--- config.mk ---
export PLATFORM = sky130hd
export DESIGN_NAME = tw_mem_slave
export DESIGN_NICKNAME = d
export VERILOG_FILES = /design/src/rtl/tw_pkg.sv /design/src/rtl/tw_line_sync.sv /design/src/rtl/tw_addr_ptr.sv /design/src/rtl/tw_mem_slave.sv
export SDC_FILE = /design/constraint.sdc
export NUM_CORES = 1
export LEC_CHECK = 0
export BUFFER_PORTS_ARGS = -buffer_cell sky130_fd_sc_hd__buf_4
export CAP_MARGIN = 20
export CORE_ASPECT_RATIO = 1.1
export CORE_UTILIZATION = 40
export DETAILED_ROUTE_END_ITERATION = 8
export GPL_ROUTABILITY_DRIVEN = 0
export HOLD_SLACK_MARGIN = 0.1
export SETUP_SLACK_MARGIN = 0.1
export SYNTH_ARGS = -nofsm -noshare
export SYNTH_HDL_FRONTEND = slang
export SYNTH_SLANG_ARGS = --single-unit
export TNS_END_PERCENT = 20
--- constraint.sdc ---
create_clock -name clk -period 2.8 [get_ports clk]
set_input_delay 0.56 -clock clk [delete_from_list [all_inputs] [get_ports clk]]
set_output_delay 0.56 -clock clk [all_outputs]
set_load 0.01 [all_outputs]
--- src/rtl/tw_pkg.sv ---
package tw_pkg;
  typedef enum logic [2:0] {ST_IDLE, ST_RX, ST_RXACK, ST_TX, ST_TXACK} tw_state_e;
  typedef enum logic [1:0] {RK_CTRL, RK_ADRH, RK_ADRL, RK_WDAT} tw_rxkind_e;

  // control byte: [7:4] device code, [3:1] select straps, [0] direction
  function automatic logic ctrl_hit(input logic [7:0] b, input logic [3:0] code,
                                    input logic [2:0] strap);
    return (b[7:4] == code) && (b[3:1] == strap);
  endfunction
endpackage

--- src/rtl/tw_line_sync.sv ---
module tw_line_sync #(
  parameter int STAGES = 2
) (
  input  logic clk,
  input  logic rst_n,
  input  logic scl_i,
  input  logic sda_i,
  output logic sda_s,
  output logic ev_rise,
  output logic ev_fall,
  output logic ev_start,
  output logic ev_stop
);
  localparam int TOP = STAGES;
  logic [TOP:0] scl_pipe, sda_pipe;
  logic scl_s, scl_p, sda_p;

  always_ff @(posedge clk or negedge rst_n) begin
    if (!rst_n) begin
      scl_pipe <= '1;
      sda_pipe <= '1;
    end else begin
      scl_pipe <= {scl_pipe[TOP-1:0], scl_i};
      sda_pipe <= {sda_pipe[TOP-1:0], sda_i};
    end
  end

  assign scl_s = scl_pipe[TOP-1];
  assign scl_p = scl_pipe[TOP];
  assign sda_s = sda_pipe[TOP-1];
  assign sda_p = sda_pipe[TOP];

  assign ev_rise  = scl_s & ~scl_p;
  assign ev_fall  = ~scl_s & scl_p;
  assign ev_start = scl_s & scl_p & sda_p & ~sda_s;
  assign ev_stop  = scl_s & scl_p & ~sda_p & sda_s;
endmodule

--- src/rtl/tw_addr_ptr.sv ---
module tw_addr_ptr #(
  parameter int ADDR_W = 12
) (
  input  logic              clk,
  input  logic              rst_n,
  input  logic              load,
  input  logic [ADDR_W-1:0] load_val,
  input  logic              inc,
  output logic [ADDR_W-1:0] ptr
);
  function automatic logic [ADDR_W-1:0] ptr_step(input logic [ADDR_W-1:0] p);
    return p + {{(ADDR_W-1){1'b0}}, 1'b1};
  endfunction

  always_ff @(posedge clk or negedge rst_n) begin
    if (!rst_n)    ptr <= '0;
    else if (load) ptr <= load_val;
    else if (inc)  ptr <= ptr_step(ptr);
  end


  ptr_wrap_chk: assert property (@(posedge clk) disable iff (!rst_n)
    (inc && !load && (&ptr)) |=> (ptr == '0));

  ptr_load_chk: assert property (@(posedge clk) disable iff (!rst_n)
    load |=> (ptr == $past(load_val)));

  ptr_hold_chk: assert property (@(posedge clk) disable iff (!rst_n)
    (!inc && !load) |=> $stable(ptr));
endmodule

--- src/rtl/tw_mem_slave.sv ---
module tw_mem_slave #(
  parameter int          ADDR_W      = 12,
  parameter logic [3:0]  DEV_CODE    = 4'b1010,
  parameter int          SYNC_STAGES = 2
) (
  input  logic              clk,
  input  logic              rst_n,
  input  logic              scl_i,
  input  logic              sda_i,
  output logic              sda_pull_o,
  input  logic [2:0]        strap_i,
  output logic [ADDR_W-1:0] mem_rd_addr_o,
  input  logic [7:0]        mem_rd_data_i,
  output logic              mem_wr_en_o,
  output logic [ADDR_W-1:0] mem_wr_addr_o,
  output logic [7:0]        mem_wr_data_o
);
  import tw_pkg::*;
  localparam int HI_W = ADDR_W - 8;

  logic sda_s, ev_rise, ev_fall, ev_start, ev_stop;
  tw_state_e  state;
  tw_rxkind_e kind;
  logic [3:0] bitcnt;
  logic [7:0] shreg, rx_byte;
  logic [HI_W-1:0] hi_q;
  logic pull, ackon, go_tx, mack;
  logic rx_done, ctrl_ok, ctrl_miss, ptr_load, ptr_inc, wr_fire, tx_load;
  logic [ADDR_W-1:0] ptr;

  tw_line_sync #(.STAGES(SYNC_STAGES)) u_sync (
    .clk(clk), .rst_n(rst_n), .scl_i(scl_i), .sda_i(sda_i), .sda_s(sda_s),
    .ev_rise(ev_rise), .ev_fall(ev_fall), .ev_start(ev_start), .ev_stop(ev_stop));

  tw_addr_ptr #(.ADDR_W(ADDR_W)) u_ptr (
    .clk(clk), .rst_n(rst_n), .load(ptr_load), .load_val({hi_q, rx_byte}),
    .inc(ptr_inc), .ptr(ptr));

  // named internal events
  assign rx_byte   = {shreg[6:0], sda_s};
  assign rx_done   = (state == ST_RX) && ev_rise && (bitcnt == 4'd7);
  assign ctrl_ok   = ctrl_hit(rx_byte, DEV_CODE, strap_i);
  assign ctrl_miss = rx_done && (kind == RK_CTRL) && !ctrl_ok;
  assign ptr_load  = rx_done && (kind == RK_ADRL);
  assign wr_fire   = rx_done && (kind == RK_WDAT);
  assign tx_load   = ev_fall && (((state == ST_RXACK) && ackon && go_tx) ||
                                 ((state == ST_TXACK) && mack));
  assign ptr_inc   = wr_fire || tx_load;

  assign sda_pull_o    = pull;
  assign mem_rd_addr_o = ptr;
  assign mem_wr_en_o   = wr_fire;
  assign mem_wr_addr_o = ptr;
  assign mem_wr_data_o = rx_byte;

  always_ff @(posedge clk or negedge rst_n) begin
    if (!rst_n) begin
      state <= ST_IDLE; kind <= RK_CTRL; bitcnt <= '0; shreg <= '0; hi_q <= '0;
      pull <= 1'b0; ackon <= 1'b0; go_tx <= 1'b0; mack <= 1'b0;
    end else if (ev_start) begin
      state <= ST_RX; kind <= RK_CTRL; bitcnt <= '0; pull <= 1'b0; ackon <= 1'b0;
    end else if (ev_stop) begin
      state <= ST_IDLE; pull <= 1'b0; ackon <= 1'b0;
    end else begin
      unique case (state)
        ST_RX: if (ev_rise) begin
          shreg  <= rx_byte;
          bitcnt <= bitcnt + 4'd1;
          if (bitcnt == 4'd7) begin
            bitcnt <= '0;
            state  <= ST_RXACK;
            go_tx  <= 1'b0;
            unique case (kind)
              RK_CTRL: begin
                if (ctrl_ok) begin go_tx <= rx_byte[0]; kind <= RK_ADRH; end
                else state <= ST_IDLE;
              end
              RK_ADRH: begin hi_q <= rx_byte[HI_W-1:0]; kind <= RK_ADRL; end
              RK_ADRL: kind <= RK_WDAT;
              default: kind <= RK_WDAT;
            endcase
          end
        end
        ST_RXACK: if (ev_fall) begin
          if (!ackon) begin
            pull <= 1'b1; ackon <= 1'b1;
          end else begin
            ackon <= 1'b0; bitcnt <= '0;
            if (go_tx) begin
              state <= ST_TX; shreg <= mem_rd_data_i; pull <= ~mem_rd_data_i[7];
            end else begin
              state <= ST_RX; pull <= 1'b0;
            end
          end
        end
        ST_TX: begin
          if (ev_rise) bitcnt <= bitcnt + 4'd1;
          if (ev_fall) begin
            if (bitcnt == 4'd8) begin
              pull <= 1'b0; state <= ST_TXACK;
            end else begin
              shreg <= {shreg[6:0], 1'b0}; pull <= ~shreg[6];
            end
          end
        end
        ST_TXACK: begin
          if (ev_rise) mack <= ~sda_s;
          if (ev_fall) begin
            bitcnt <= '0;
            if (mack) begin
              state <= ST_TX; shreg <= mem_rd_data_i; pull <= ~mem_rd_data_i[7];
            end else begin
              state <= ST_IDLE; pull <= 1'b0;
            end
          end
        end
        default: pull <= 1'b0;
      endcase
    end
  end


  stop_release_chk: assert property (@(posedge clk) disable iff (!rst_n)
    ev_stop |=> !sda_pull_o);

  ctrl_reject_chk: assert property (@(posedge clk) disable iff (!rst_n)
    ctrl_miss |=> (state == ST_IDLE) && !sda_pull_o);

  write_step_chk: assert property (@(posedge clk) disable iff (!rst_n)
    mem_wr_en_o |=> (mem_rd_addr_o != $past(mem_rd_addr_o)));

  tx_first_bit_chk: assert property (@(posedge clk) disable iff (!rst_n)
    tx_load |=> (sda_pull_o == !$past(mem_rd_data_i[7])));

  nack_release_chk: assert property (@(posedge clk) disable iff (!rst_n)
    ((state == ST_TXACK) && ev_fall && !mack && !ev_start) |=> !sda_pull_o);
endmodule

==> results of run 1 <==
-- sequential cells by signal, summed over array words and instances, names as in the netlist --
| register | cells |
|---|---|
| u_ptr.ptr | 12 |
| shreg | 7 |
| bitcnt | 4 |
| hi_q | 4 |
| state | 3 |
| u_sync.scl_pipe | 3 |
| u_sync.sda_pipe | 3 |
| kind | 2 |
| ackon | 1 |
| go_tx | 1 |
| mack | 1 |
| sda_pull_o | 1 |
-- power breakdown --
group | internal (mW) | total, mW | leakage [nW] | switching [mW]
Combinational | 0.320 | 0.593 | 0.797 | 0.274
Clock | 0.175 | 0.401 | 0.0441 | 0.226
Sequential | 0.705 | 0.878 | 0.544 | 0.173
-- critical path: stages, from the launching register on --
cell and delay, ns:
dfrtp_1 0.39, ha_1 0.25, nor4bb_1 0.38, and2_1 0.27
and3_1 0.19, buf_4 0.12
-- worst paths after layout --
kind	from	end	slack (ns)	depth (start not counted)
setup / recovery	bitcnt[0]	mem_wr_en_o	0.35	5
hold / removal	rst_n	state[1]	0.24	1
setup reg to reg	state[2]	shreg[1]	0.45	4
hold reg to reg	u_sync.scl_pipe[0]	u_sync.scl_pipe[1]	0.36	0
max in group asynchronous	rst_n	state[0]	2.17	1
min in group clk	u_sync.scl_pipe[0]	u_sync.scl_pipe[1]	0.36	0
-- metrics by stage --
step / hold slack, ns / std cells / util, % / power, mW
3_5_place_dp: 0.352 / 379 / 46.8 / 1.49
6_report: 0.240 / 387 / 48.2 / 1.87
5_1_grt: 0.279 / 387 / 48.2 / 2.00
2_1_floorplan: 0.264 / 275 / - / 1.26
4_1_cts: 0.263 / 387 / 48.2 / 1.90
3_3_place_gp: 0.346 / 379 / 46.8 / 1.47
-- cell type report --
type                       instances  share of cell area, %
multi-input combinational        200                   44.7
clock buffer                       5                   2.30
timing repair buffer              50                   12.6
sequential                        42                   35.5
clock inverter                     3                  0.712
tap                               80                   3.35
inverter                           7                  0.879
-- cell usage after synthesis (all sizes together), types with 3 or more instances --
cell / count
nand3: 16
inv: 7
nand2b: 8
clkbuf: 7
xnor2: 4
nand4: 4
ha: 3
nand3b: 5
nor3: 4
a21boi: 3
o31ai: 3
a31oi: 5
buf: 19
and3: 5
dfstp: 6
a21oi: 24
o22ai: 3
nor2: 15
dfrtp: 36
nand4b: 3
mux2i: 3
nor3b: 3
a211oi: 3
mux2: 17
o21ai: 16
nor2b: 3
nand2: 21
-- layer usage --
metal / GRT usage [%] / share of wire (%) / wire length [um] / vias to the layer above
met3: 4.04 / 4.5 / 277 / 13
met2: 32.9 / 49 / 3020 / 62
li1: - / - / - / 1051
met1: 25.3 / 45 / 2770 / 1098
met4: 7.24 / 2.0 / 124 / 0
met5: 0 / 0 / 0 / -
-- cell families after synthesis --
family                   count (synthesis)
buffers and inverters                   33
multiplexers                            20
AND/OR/NAND/NOR                        102
AO/OA/AOI/OAI                           70
XOR/XNOR                                 5
flip-flops                              42
adder cells (fa/ha/maj)                  3
-- timing repair --
action | in CTS | in global routing
setup endpoints to repair | 0 | 1
resized for setup | 0 | 1
setup buffers | 0 | 0
==> metrics.yaml, run 1 <==
status:
  status: "finished, final reports clean"
cells_and_area:
  layout-drive-gt1-share_pct: 29.3
  seqCellArea_mm2: 0.00106
  layout_commonest_cell: "buf_4"
  fin_area_mm2: 0.00299
  n_antenna_cell: 0
  most-common-layout-cells: "buf_4 (50), dfrtp_1 (35), a21oi_1 (24)"
  final_nets: 324
  fillers: 616
  multi_input_area_mm2: 0.00134
  syn_to_final_growth_pct: 16.1
sta:
  setup_tns_ns: 0
  slew_headroom_pct: 45.9
  fin_ws_ns: 0.345
  finalCritPeriodShare_pct: 87.7
  skew_ns: 0.00942
  worst_slew_pin_slew_ns: 0.812
  rsz0062_at_grt: "false"
  fin_crit_ns: 2.45
  fmax_ghz: 0.407
  setup_viol: 0
  finalHoldViolations: 0
  slew_viol_final: 0
yosys:
  yosysSeqAreaShare_pct: 41.1
  syn_area_mm2: 0.00257
  yosysWarningCount: 0
  synthTopCellsByArea: "dfrtp_1 (35%), mux2_2 (7.4%), dfstp_2 (6.1%)"
  syn_avg_cell_area_um2: 9.36
  synth-simple-area-share_pct: 23.3
  ys.flop_type: "dfrtp_1"
  yosys_register_bits: 42
  synth-xor-area-share_pct: 1.70
  synth_nets: 293
  syn_inst: 275
  synthAdderAreaFrac_pct: 1.46
  synth.mux.area_fraction_pct: 8.60
  ys_async_sr_fraction_pct: 100
  synth_edf_count: 0
  yosysTopAreaCell: "dfrtp_1"
  post_synth_num_cell_types: 57
  synth_top_area_share_pct: 35.0
  synth_compound_area_share_pct: 16.9
  synth_top_family_by_area: "simple AND/OR/NAND/NOR gates"
placement:
  preCtsSetupSlack_ns: 0.470
  dpl_cell_area_mm2: 0.00290
  port_buffers: 48
  place_hpwl_um: 4440
setup_path:
  critPathLaunchType: "register"
  worstSetupPathType: "register to output port"
  cp.arrival_ns: 1.89
  worstPathRequired_ns: 2.24
  cp-end-kind: "output port"
  critPathMaxFanout: 5
clocking:
  cts.clk_slew.worst_paths_ns: 0.09
  holdBufCountCts: 0
  ctsRootBufferMaster: "clkbuf_8"
  cts_buffers: 5
  htreeDepth: 2
  tritoncts: "built"
  cts_sinks: 42
  clkLatencyLatePin_ns: 0.30
  clock_path_buffers: 2
global_route:
  grt_pass1_vias: 2148
  antenna_found_initial: 0
  grt_pass1_wl_um: 10400
  grt_max_degree: 43
  grt_overflow: 0
  grt_use_total_pct: 19.8
hold_path:
  hold_class: "input port to async pin"
power:
  power.static_leakage_nw: 1.38
  ir_worst_vdd_mv: 0.343
  p_per_area_mw_per_mm2: 627
detailed_routing:
  vias_per_cell: 5.75
  drt-total-wl_um: 6190
  vias: 2224
  ant_nets: 0
  post-route-drc-count: 0
  wl_per_cell_um: 16.0
  drtIter0Drc: 78
  drtPass1Iterations: 4
floorplan:
  core_mm2: 0.00619
  dieArea_mm2: 0.00676
  dieHeight_um: 86.1
  num_io_pins: 49
  initial_utilization_pct: 41.6
  die_w_um: 78.5
  row_count: 30
run:
  drv_cap: 0
Power figures use the tool's default switching activity.
==> inputs of run 2 (changes only) <==
--- a/config.mk
+++ b/config.mk
@@ -8,7 +8,9 @@
 export BUFFER_PORTS_ARGS = -buffer_cell sky130_fd_sc_hd__buf_4
 export CAP_MARGIN = 20
 export CORE_ASPECT_RATIO = 1.1
+export CORE_MARGIN = 2
 export CORE_UTILIZATION = 40
+export CTS_BUF_LIST = sky130_fd_sc_hd__clkbuf_8
 export DETAILED_ROUTE_END_ITERATION = 8
 export GPL_ROUTABILITY_DRIVEN = 0
 export HOLD_SLACK_MARGIN = 0.1
==> run 2 against run 1 <==
Against the previous run:
- non-clock buffer count up 1
- clock-buffer cell count unchanged
- design area up 0.34%
- first-iteration DRC count is 27% lower
- maximum frequency is 0.81% lower
- combinational power hardly changed
- setup slack got worse by 0.020 ns
- die area is 4.9% higher
- critical endpoint unchanged
- largest cell class unchanged
- highest routed layer unchanged
==> metrics.yaml, run 2 (synthesized netlist as in run 1, its figures left out) <==
status:
  status: "finished, final reports clean"
detailed_routing:
  drtIter0Drc: 57
  drtPass1Iterations: 4
  wl_per_cell_um: 16.1
  vias: 2156
  ant_nets: 0
  drt-total-wl_um: 6240
  vias_per_cell: 5.56
  post-route-drc-count: 0
power:
  ir_worst_vdd_mv: 0.322
  power.static_leakage_nw: 1.39
  p_per_area_mw_per_mm2: 632
clocking:
  cts_buffers: 5
  cts.clk_slew.worst_paths_ns: 0.09
  clkLatencyLatePin_ns: 0.30
  cts-resized-gates: 0
  ctsRootBufferMaster: "clkbuf_8"
  clock_path_buffers: 2
  postCtsSetupBuffers: 0
  holdBufCountCts: 0
  htreeDepth: 2
  tritoncts: "built"
  cts_sinks: 42
hold_path:
  hold_class: "input port to async pin"
sta:
  fmax_ghz: 0.404
  fin_ws_ns: 0.326
  fin_crit_ns: 2.47
  slew_viol_final: 0
  setup_tns_ns: 0
  finalCritPeriodShare_pct: 88.4
  skew_ns: 0.0119
  finalHoldViolations: 0
  rsz0062_at_grt: "false"
  worst_slew_pin_slew_ns: 0.864
  setup_viol: 0
  slew_headroom_pct: 42.4
floorplan:
  initial_utilization_pct: 41.6
  die_w_um: 80.5
  dieHeight_um: 88.1
  num_io_pins: 49
  row_count: 30
  core_mm2: 0.00619
  dieArea_mm2: 0.00709
cells_and_area:
  regMostFlops: "u_ptr.ptr"
  layout-drive-gt1-share_pct: 29.2
  layout_commonest_cell: "buf_4"
  n_antenna_cell: 0
  most-common-layout-cells: "buf_4 (51), dfrtp_1 (36), a21oi_1 (24)"
  fin_area_mm2: 0.00300
  top_regs: "u_ptr.ptr x12, shreg x7"
  final_nets: 325
  syn_to_final_growth_pct: 16.5
  largest_reg_flops: 12
setup_path:
  cp_slowest_cell: "dfrtp_1"
  critPathLaunchType: "register"
  critPathMaxFanout: 20
  worstPathCellList: "nor4bb_1 -> and2_1 -> and3_1 -> buf_4"
  cpPeakStageDelay_ns: 0.72
  crit_buf_inv: 1
  worstReg2RegStart: "state[2]"
  cp-end-kind: "output port"
  worstSetupPathType: "register to output port"
  crit_family: "simple AND/OR/NAND/NOR gates"
  worstPathRequired_ns: 2.24
  rr_worst_depth: 4
  cp.arrival_ns: 1.91
  reg2reg_slack_ns: 0.45
  reg2reg_to: "shreg[1]"
placement:
  place_hpwl_um: 4400
  preCtsSetupSlack_ns: 0.467
  port_buffers: 48
  dpl_cell_area_mm2: 0.00290
global_route:
  grt_overflow: 0
  grt_max_degree: 43
  grt_use_total_pct: 18.8
  grt_pass1_vias: 2057
  grt_pass1_wl_um: 10200
  antenna_found_initial: 0
run:
  drv_cap: 0
[run 2: cell types whose count changed in the layout (fill, tap and decap cells not counted), sizes merged]
cell and delta:
buf +1, inv +1, clkinv -1
[run 2: worst max path at each step]
stage | cells past startpoint | slack, ns | to | startpoint
3_5_place_dp | 4 | 0.47 | shreg[1] | state[2]
5_1_grt | 4 | 0.20 | mem_wr_en_o | state[0]
2_1_floorplan | 6 | 0.80 | shreg[0] | u_sync.sda_pipe[1]
6_report | 4 | 0.33 | mem_wr_en_o | state[0]
4_1_cts | 4 | 0.32 | mem_wr_en_o | state[0]
3_3_place_gp | 4 | 0.51 | shreg[5] | state[2]
[run 2: cell type report]
| class | count | area (um^2) |
|---|---|---|
| sequential | 42 | 1060 |
| multi-input combinational | 200 | 1340 |
| inverter | 7 | 26.3 |
| tap | 80 | 100 |
| clock inverter | 3 | 25.0 |
| clock buffer | 5 | 68.8 |
| timing repair buffer | 51 | 383 |
| fill | 614 | 3200 |
[run 2: metal layers]
layer	part of all wire, %	vias up	track usage, %	routed length (um)
met1	47	1050	25.8	2910
met2	49	44	31.1	3060
met4	0.69	0	5.55	43
li1	-	1056	-	-
met3	3.6	6	2.58	224
met5	0	-	0	0
[run 2: worst register-to-register path, delay by kind of cell (launching register included)]
family           cells  cell delay [ns]
AO/OA/AOI/OAI        1             0.74
multiplexers         2             0.67
flip-flops           1             0.55
AND/OR/NAND/NOR      1             0.29
[run 2: power by group]
part	switching [mW]	total [mW]	internal, mW
registers	0.181	0.885	0.704
clock network	0.239	0.419	0.180
logic	0.271	0.590	0.319
total	0.691	1.89	1.20
[run 2: per-stage QoR]
stage          total power [mW]  utilization (%)  cells  hold slack, ns
2_1_floorplan              1.26                -    275           0.264
3_3_place_gp               1.48             46.9    380           0.346
3_5_place_dp               1.49             46.9    380           0.348
4_1_cts                    1.91             48.4    388           0.262
5_1_grt                    2.01             48.4    388           0.280
6_report                   1.89             48.4    388           0.241
==> inputs of run 3 (changes only) <==
--- a/config.mk
+++ b/config.mk
@@ -15,6 +15,7 @@
 export GPL_ROUTABILITY_DRIVEN = 0
 export HOLD_SLACK_MARGIN = 0.1
 export SETUP_SLACK_MARGIN = 0.1
+export SLEW_MARGIN = 10
 export SYNTH_ARGS = -nofsm -noshare
 export SYNTH_HDL_FRONTEND = slang
 export SYNTH_SLANG_ARGS = --single-unit
==> constraint.sdc (replaced) <==
create_clock -name clk -period 2.55 [get_ports clk]
set_input_delay 0.51 -clock clk [delete_from_list [all_inputs] [get_ports clk]]
set_output_delay 0.51 -clock clk [all_outputs]
set_load 0.01 [all_outputs]
==> run 3 against run 2 <==
Against the previous run:
- clock-buffer cell count stayed put
- via count is 1.2% higher
- critical endpoint is now shreg[4]
- global-route usage is 0.20 points lower
- sequential share of layout area is 0.72 points lower
- first-iteration DRC count is 53% higher
- critical path depth stayed put
- clock skew is 0.0055 ns lower
- sequential cell count stayed put
- clock power is 32% higher
- core utilization is 1.1 points higher
- setup slack worse by 0.072 ns
- highest routed layer unchanged
- sequential power is 7.2% higher
==> metrics.yaml, run 3 (synthesized netlist as in run 1, its figures left out) <==
status:
  status: "finished, final reports clean"
power:
  p_per_area_mw_per_mm2: 714
  fin_total_pwr_mw: 2.19
  ir_worst_vdd_mv: 0.386
  power.static_leakage_nw: 1.43
global_route:
  grt_max_degree: 43
  grt_use_total_pct: 18.6
  antenna_found_initial: 0
  grt_overflow: 0
  grt_pass1_vias: 1969
  grt_pass1_wl_um: 10000
cells_and_area:
  syn_to_final_growth_pct: 19.1
  layout_commonest_cell: "buf_4"
  n_antenna_cell: 0
  largest_reg_flops: 12
  final_nets: 330
  layout-drive-gt1-share_pct: 31.3
  seqCellArea_mm2: 0.00106
  multi_input_area_mm2: 0.00135
  regMostFlops: "u_ptr.ptr"
  fillers: 612
  top_regs: "u_ptr.ptr x12, shreg x7"
  most-common-layout-cells: "buf_4 (56), dfrtp_1 (35), a21oi_1 (24)"
  final_core_util_pct: 49.5
floorplan:
  num_io_pins: 49
  dieArea_mm2: 0.00709
  core_mm2: 0.00619
  initial_utilization_pct: 41.6
  dieHeight_um: 88.1
  row_count: 30
  die_w_um: 80.5
clocking:
  cts_sinks: 42
  clkLatencyLatePin_ns: 0.30
  cts_buffers: 5
  tritoncts: "built"
  cts.clk_slew.worst_paths_ns: 0.09
  htreeDepth: 2
  ctsRootBufferMaster: "clkbuf_8"
  postCtsSetupBuffers: 0
  clock_path_buffers: 2
sta:
  finalCritPeriodShare_pct: 90.1
  finalHoldViolations: 0
  fmax_ghz: 0.435
  fin_crit_ns: 2.30
  slew_headroom_pct: 42.6
  rsz0062_at_grt: "false"
  setup_viol: 0
  slew_viol_final: 0
  worst_slew_pin_slew_ns: 0.861
  skew_ns: 0.00637
  setup_tns_ns: 0
  fin_ws_ns: 0.253
detailed_routing:
  wl_per_cell_um: 16.1
  drtPass1Iterations: 4
  post-route-drc-count: 0
  vias_per_cell: 5.55
  drt-total-wl_um: 6330
  vias: 2182
  ant_nets: 0
  drtIter0Drc: 87
setup_path:
  cp.arrival_ns: 2.49
  critPathMaxFanout: 11
  critPathLaunchType: "register"
  worstPathRequired_ns: 2.74
  reg2reg_slack_ns: 0.25
  cp-end-kind: "register"
  worstSetupPathType: "register to register"
hold_path:
  hold_class: "input port to async pin"
run:
  drv_cap: 0
placement:
  place_hpwl_um: 4630
  port_buffers: 48
  preCtsSetupSlack_ns: 0.321
[run 3: cell types whose count changed in the layout (fill, tap and decap cells not counted)]
cell        delta
buf_4          +5
bufinv_16      +1
clkinv_2       +1
clkinv_4       -1
clkinvlp_4     -1
dfrtp_1        -1
dfrtp_2        +1
ha_1           -1
ha_2           +1
nor4bb_1       -1
nor4bb_2       +1
[run 3: metal layers]
layer | wire [um] | GRT usage, %
met5 | 0 | 0
met4 | 105 | 6.01
met3 | 241 | 4.02
met2 | 3140 | 30.9
met1 | 2840 | 24.2
[run 3: worst max-delay path, cell delays in order, from the launching register on]
cell and delay (ns):
dfrtp_1 0.55, nand2b_1 0.21, a21oi_1 0.74, mux2_2 0.42, mux2_2 0.27
[run 3: path summary, 6_finish.rpt]
path	startpoint	end	cells past startpoint
setup / recovery	state[1]	shreg[4]	4
hold / removal	rst_n	u_ptr.ptr[9]	1
setup reg to reg	state[1]	shreg[4]	4
hold reg to reg	u_sync.scl_pipe[0]	u_sync.scl_pipe[1]	0
max in group asynchronous	rst_n	state[0]	1
min in group clk	scl_i	u_sync.scl_pipe[0]	1
[run 3: through the flow]
step | instances | hold WS, ns | instance area, um^2
6_report | 393 | 0.185 | 3060
5_1_grt | 393 | 0.221 | 3060
4_1_cts | 393 | 0.209 | 3050
3_5_place_dp | 385 | 0.347 | 2940
3_3_place_gp | 385 | 0.346 | 2940
2_1_floorplan | 275 | 0.214 | 2570
[run 3: timing repair]
| item | 4_1_cts | 5_1_grt |
|---|---|---|
| gates resized for setup | 0 | 3 |
| endpoints found under the setup margin | 0 | 1 |
| hold buffers | 0 | 0 |
[run 3: power breakdown]
part	total (mW)	switching, mW	internal (mW)
Combinational	0.689	0.322	0.367
Clock	0.551	0.257	0.294
Sequential	0.949	0.175	0.774
[run 3: layout make-up]
cell class | instances | share of cell area, %
multi-input cells | 200 | 43.9
flip-flops and latches | 42 | 34.6
repair buffers | 56 | 13.7
well taps | 80 | 3.27
clock buffers | 5 | 2.25
clock inverters | 3 | 1.43
inverters | 7 | 0.857
